### config.mk
export PLATFORM = sky130hd
export DESIGN_NAME = dds_qwave_core
export DESIGN_NICKNAME = d
export VERILOG_FILES = /design/src/rtl/dds_pkg.sv /design/src/rtl/dds_phase_acc.sv /design/src/rtl/dds_addr_mirror.sv /design/src/rtl/dds_quarter_rom.sv /design/src/rtl/dds_amp_unfold.sv /design/src/rtl/dds_qwave_core.sv
export SDC_FILE = /design/constraint.sdc
export NUM_CORES = 1
export LEC_CHECK = 0
export BUFFER_PORTS_ARGS = -buffer_cell sky130_fd_sc_hd__buf_2
export CORE_ASPECT_RATIO = 2
export CORE_MARGIN = 3
export CORE_UTILIZATION = 28
export DETAILED_ROUTE_END_ITERATION = 8
export HOLD_SLACK_MARGIN = 0.06
export PLACE_DENSITY = 0.51
export SETUP_SLACK_MARGIN = 0.02
export SLEW_MARGIN = 20
export SYNTH_ARGS = -nofsm -noshare
export SYNTH_HDL_FRONTEND = slang
export SYNTH_HIERARCHICAL = 1
export SYNTH_SLANG_ARGS = --single-unit
### constraint.sdc
create_clock -name clk_i -period 5.5 [get_ports clk_i]
set_input_delay 1.1 -clock clk_i [delete_from_list [all_inputs] [get_ports clk_i]]
set_output_delay 1.1 -clock clk_i [all_outputs]
set_load 0.01 [all_outputs]
### src/rtl/dds_pkg.sv
package dds_pkg;
  localparam real PI = 3.14159265358979323846;

  // Quarter-wave magnitude for table entry k, centred on the half step
  function automatic int qsine(input int k, input int depth, input int amax);
    real th;
    th = (real'(k) + 0.5) * PI / (2.0 * real'(depth));
    return $rtoi(real'(amax) * $sin(th) + 0.5);
  endfunction
endpackage

### src/rtl/dds_phase_acc.sv
module dds_phase_acc #(
  parameter int PHASE_W = 17,
  parameter int TOP_W   = 10
) (
  input  logic               clk_i,
  input  logic               rst_ni,
  input  logic [PHASE_W-1:0] tw_i,
  input  logic               load_i,
  output logic [TOP_W-1:0]   phase_top_o
);
  logic [PHASE_W-1:0] step_q, step_d;
  logic [PHASE_W-1:0] acc_q, acc_d;

  always_comb begin
    step_d = step_q;
    if (load_i) step_d = tw_i;
    acc_d = acc_q + step_q;
  end

  always_ff @(posedge clk_i or negedge rst_ni) begin
    if (!rst_ni) begin
      step_q <= '0;
      acc_q  <= '0;
    end else begin
      step_q <= step_d;
      acc_q  <= acc_d;
    end
  end

  assign phase_top_o = acc_q[PHASE_W-1 -: TOP_W];
endmodule

### src/rtl/dds_addr_mirror.sv
module dds_addr_mirror #(
  parameter int LUT_AW = 8
) (
  input  logic [LUT_AW+1:0] phase_top_i,
  output logic [LUT_AW-1:0] addr_o,
  output logic              half_o
);
  logic quarter_odd;
  logic [LUT_AW-1:0] raw_idx;

  always_comb begin
    half_o      = phase_top_i[LUT_AW+1];
    quarter_odd = phase_top_i[LUT_AW];
    raw_idx     = phase_top_i[LUT_AW-1:0];
    addr_o      = raw_idx ^ {LUT_AW{quarter_odd}};
  end
endmodule

### src/rtl/dds_quarter_rom.sv
module dds_quarter_rom #(
  parameter int LUT_AW = 8,
  parameter int MAG_W  = 11
) (
  input  logic              clk_i,
  input  logic              rst_ni,
  input  logic [LUT_AW-1:0] addr_i,
  output logic [MAG_W-1:0]  mag_o
);
  localparam int DEPTH = 1 << LUT_AW;
  localparam int AMAX  = (1 << MAG_W) - 1;

  logic [MAG_W-1:0] tbl [DEPTH];
  logic [MAG_W-1:0] mag_d, mag_q;

  for (genvar g = 0; g < DEPTH; g++) begin : g_entry
    assign tbl[g] = MAG_W'(dds_pkg::qsine(g, DEPTH, AMAX));
  end

  always_comb mag_d = tbl[addr_i];

  always_ff @(posedge clk_i or negedge rst_ni) begin
    if (!rst_ni) mag_q <= '0;
    else         mag_q <= mag_d;
  end

  assign mag_o = mag_q;
endmodule

### src/rtl/dds_amp_unfold.sv
module dds_amp_unfold #(
  parameter int AMP_W = 12
) (
  input  logic             clk_i,
  input  logic             rst_ni,
  input  logic             half_i,
  input  logic [AMP_W-2:0] mag_i,
  output logic [AMP_W-1:0] dac_o
);
  logic half_q, half_d;
  logic [AMP_W-1:0] upper;

  always_comb half_d = half_i;

  always_ff @(posedge clk_i or negedge rst_ni) begin
    if (!rst_ni) half_q <= 1'b0;
    else         half_q <= half_d;
  end

  always_comb begin
    upper = {1'b1, mag_i};
    dac_o = upper ^ {AMP_W{half_q}};
  end
endmodule

### src/rtl/dds_qwave_core.sv
module dds_qwave_core #(
  parameter int PHASE_W = 17,
  parameter int LUT_AW  = 8,
  parameter int AMP_W   = 12
) (
  input  logic               clk_i,
  input  logic               rst_ni,
  input  logic [PHASE_W-1:0] tw_i,
  input  logic               tw_load_i,
  output logic [AMP_W-1:0]   dac_o,
  output logic               sq_o
);
  localparam int TOP_W = LUT_AW + 2;
  localparam int MAG_W = AMP_W - 1;

  logic [TOP_W-1:0]  phase_top;
  logic [LUT_AW-1:0] rom_addr;
  logic              half_now;
  logic [MAG_W-1:0]  mag;

  dds_phase_acc #(.PHASE_W(PHASE_W), .TOP_W(TOP_W)) u_acc (
    .clk_i(clk_i), .rst_ni(rst_ni), .tw_i(tw_i), .load_i(tw_load_i),
    .phase_top_o(phase_top)
  );

  dds_addr_mirror #(.LUT_AW(LUT_AW)) u_mirror (
    .phase_top_i(phase_top), .addr_o(rom_addr), .half_o(half_now)
  );

  dds_quarter_rom #(.LUT_AW(LUT_AW), .MAG_W(MAG_W)) u_rom (
    .clk_i(clk_i), .rst_ni(rst_ni), .addr_i(rom_addr), .mag_o(mag)
  );

  dds_amp_unfold #(.AMP_W(AMP_W)) u_unfold (
    .clk_i(clk_i), .rst_ni(rst_ni), .half_i(half_now), .mag_i(mag),
    .dac_o(dac_o)
  );

  assign sq_o = half_now;
endmodule

==> flow_metrics.env <==
export IMPL_status="finished, final reports clean"
export IMPL_coreArea_um2=18900
export IMPL_arrival_ps=4020
export IMPL_syn_num_nets=740
export IMPL_clk_pin_slew_worst_paths_ps=70
export IMPL_finalSetupTns_ps=0
export IMPL_clock_sink_count=46
export IMPL_cts_setup_buffers=0
export IMPL_yosysTopAreaCellShare=0.212
export IMPL_grt_max_degree=78
export IMPL_fin_cells=918
export IMPL_clock_latency_ps=290
export IMPL_synth_cell_types=77
export IMPL_drt_iter0_markers=455
export IMPL_io_pins=33
export IMPL_grt_pass1_wl_um=32500
export IMPL_synth_area_top_cells="dfrtp_1, ha_1, o21ai_0, a21oi_1, nand2_1"
export IMPL_ant_nets=0
export IMPL_drc=0
export IMPL_synth_main_ff_cell="dfrtp_1"
export IMPL_die_y_um=203
export IMPL_worst_setup_path_start_kind="flip-flop"
export IMPL_r2r_end="u_rom/mag_o[5]$_DFF_PN0_"
export IMPL_cts_tree="done"
export IMPL_synthArstFlopShare=1.00
export IMPL_grt_overflow_total=0
export IMPL_hold_end="u_acc/acc_q[0]$_DFF_PN0_"
export IMPL_min_from="u_acc/acc_q[0]$_DFF_PN0_"
export IMPL_timing_fmax_ghz=0.259
export IMPL_hold_class="flip-flop to flip-flop"
export IMPL_drtPass1Iterations=5
export IMPL_syn_area_per_cell_um2=7.89
export IMPL_dp_cells=911
export IMPL_crit_fanout=77
export IMPL_ys_ff_latch=46
export IMPL_tightest_slew_ps=1090
export IMPL_maxCapViolCount=0
export IMPL_synth_top_area_cell="dfrtp_1"
export IMPL_r2r_cells=9
export IMPL_insertedDiodeCount=0
export IMPL_final_max_slew_viol_count=0
export IMPL_drive_above_1_share=0.137
export IMPL_root_buffer="clkbuf_16"
export IMPL_cts_hold_buf=0
export IMPL_syn_inst=689
export IMPL_area_growth_pct=6.17
export IMPL_wirelength_um=21300
export IMPL_viasPerCell=6.00
export IMPL_crit_type="flip-flop to flip-flop"
export IMPL_clk_path_buf_depth=2
export IMPL_hold_depth=1
export IMPL_rsz0062_at_grt="no"
export IMPL_h_tree_depth=2
export IMPL_io_buffer_count=32
export IMPL_setup_slack_ps=1650
export IMPL_fin_nets=714
export IMPL_numCtsBuffers=5
export IMPL_timing_rr_start="u_acc/acc_q[15]$_DFF_PN0_"
export IMPL_relSlewSlack=0.272
export IMPL_fin_crit_sh=0.701
export IMPL_final_setup_viol_count=0
export IMPL_via_count=5512
export IMPL_synth_edff_count=0
export IMPL_pre_cts_ws_ps=1730
export IMPL_worstPathRequired_ps=5670
export IMPL_r2r_slack_ps=1650
export IMPL_netlist_area_um2=5440
export IMPL_hold_violations=0
export IMPL_finalCriticalPeriod_ps=3850
export IMPL_dp_hpwl_um=15400
export IMPL_die_area_um2=21200
export IMPL_synth_warnings=6
export IMPL_wl_per_cell_um=23.2
export IMPL_fin_skew_ps=4.68
export IMPL_place_gp_congestion=1.04
export IMPL_antenna_found_initial=0
export IMPL_first_global_vias=5418
export IMPL_grt_usage=0.198
export IMPL_ctsResizeCount=0
export IMPL_initial_utilization=0.287
export IMPL_yosysSeqAreaShare=0.212
export IMPL_cp_end_kind="flip-flop"
export IMPL_std_cell_rows=71
export IMPL_die_width_um=105
## synth_stat cells, types with 5 or more instances
library cell / count
buf_2: 24
clkbuf_1: 23
xnor2_1: 12
xor2_1: 26
a311oi_1: 5
nand2_1: 61
nand3_1: 16
o22ai_1: 5
a21oi_1: 48
and3_1: 5
a21o_1: 8
o211ai_1: 18
nand3b_1: 5
dfrtp_1: 46
o21ai_0: 60
buf_4: 21
mux2_2: 18
buf_6: 9
ha_1: 30
a211oi_1: 12
nor2_1: 37
nor2b_1: 16
o2111ai_1: 5
o31ai_1: 6
nand2b_1: 23
a221oi_1: 8
nor3_1: 15
a31oi_1: 15
inv_1: 17
o221ai_1: 11
## state kept, by name (all words and copies together), names as in the netlist
| signal | count |
|---|---|
| u_acc/acc_q | 17 |
| u_acc/step_q | 17 |
| u_rom/mag_o | 11 |
| u_unfold/half_q | 1 |
## critical path: stages, from the launching register on
cell and delay [ps]:
dfrtp_1 920, xor2_4 190, buf_4 660, buf_4 440, nand2b_1 230, o221ai_1 220, a2111oi_0 690, a31oi_1 80
a21oi_1 190, a22oi_1 90
## cells by family after synthesis
kind of cell | Yosys count | share of synthesized area
compound gates | 255 | 0.318
simple gates | 197 | 0.179
buf+inv | 97 | 0.101
flops | 46 | 0.212
xor+xnor | 39 | 0.0642
fa+ha+maj | 32 | 0.0745
mux | 23 | 0.0511
## per-stage QoR
stage | cell area (µm²) | utilization | hold WS [ps]
floorplan | 5440 | - | 443
global placement | 5630 | 0.298 | 454
detailed placement | 5630 | 0.298 | 461
CTS | 5770 | 0.305 | 478
global route | 5770 | 0.305 | 509
finish | 5770 | 0.305 | 472
## worst max-delay path by stage
stage / cells after the start / from / end / slack (ps)
2_1_floorplan: 12 / u_acc/acc_q[15]$_DFF_PN0_ / u_rom/mag_o[4]$_DFF_PN0_ / 2460
5_1_grt: 9 / u_acc/acc_q[15]$_DFF_PN0_ / u_rom/mag_o[4]$_DFF_PN0_ / 1410
3_5_place_dp: 9 / u_acc/acc_q[15]$_DFF_PN0_ / u_rom/mag_o[5]$_DFF_PN0_ / 1730
6_report: 9 / u_acc/acc_q[15]$_DFF_PN0_ / u_rom/mag_o[5]$_DFF_PN0_ / 1650
3_3_place_gp: 9 / u_acc/acc_q[15]$_DFF_PN0_ / u_rom/mag_o[5]$_DFF_PN0_ / 1690
4_1_cts: 9 / u_acc/acc_q[15]$_DFF_PN0_ / u_rom/mag_o[5]$_DFF_PN0_ / 1720
## layout make-up
type	count	area, µm²
clock inverters	2	15.0
flip-flops and latches	46	1150
clock buffers	5	125
inverters	17	63.8
well taps	255	319
fillers	2025	13100
multi-input cells	546	3810
repair buffers	47	285
## placed cells by master (no fill, tap or decap), types with 11 or more instances in the layout
cell,count
inv_1,17
o21ai_0,60
a21oi_1,48
nand2_1,61
o211ai_1,18
nor3_1,15
a211oi_1,12
nor2b_1,16
ha_1,30
xnor2_1,12
buf_2,32
nor2_1,37
nand2b_1,23
dfrtp_1,46
nand3_1,16
o221ai_1,11
xor2_1,20
buf_4,14
a31oi_1,15
mux2_2,18
## routing by layer
metal	GRT usage	up-vias	wire length, µm
met5	0	-	0
met4	0.126	0	1580
met3	0.0207	79	1190
met2	0.376	278	11400
met1	0.201	2658	7170
li1	-	2497	-
Power is left out: the tool's default activity adds up to more than one toggle a clock period on the data nets, which glitch-free logic cannot reach.
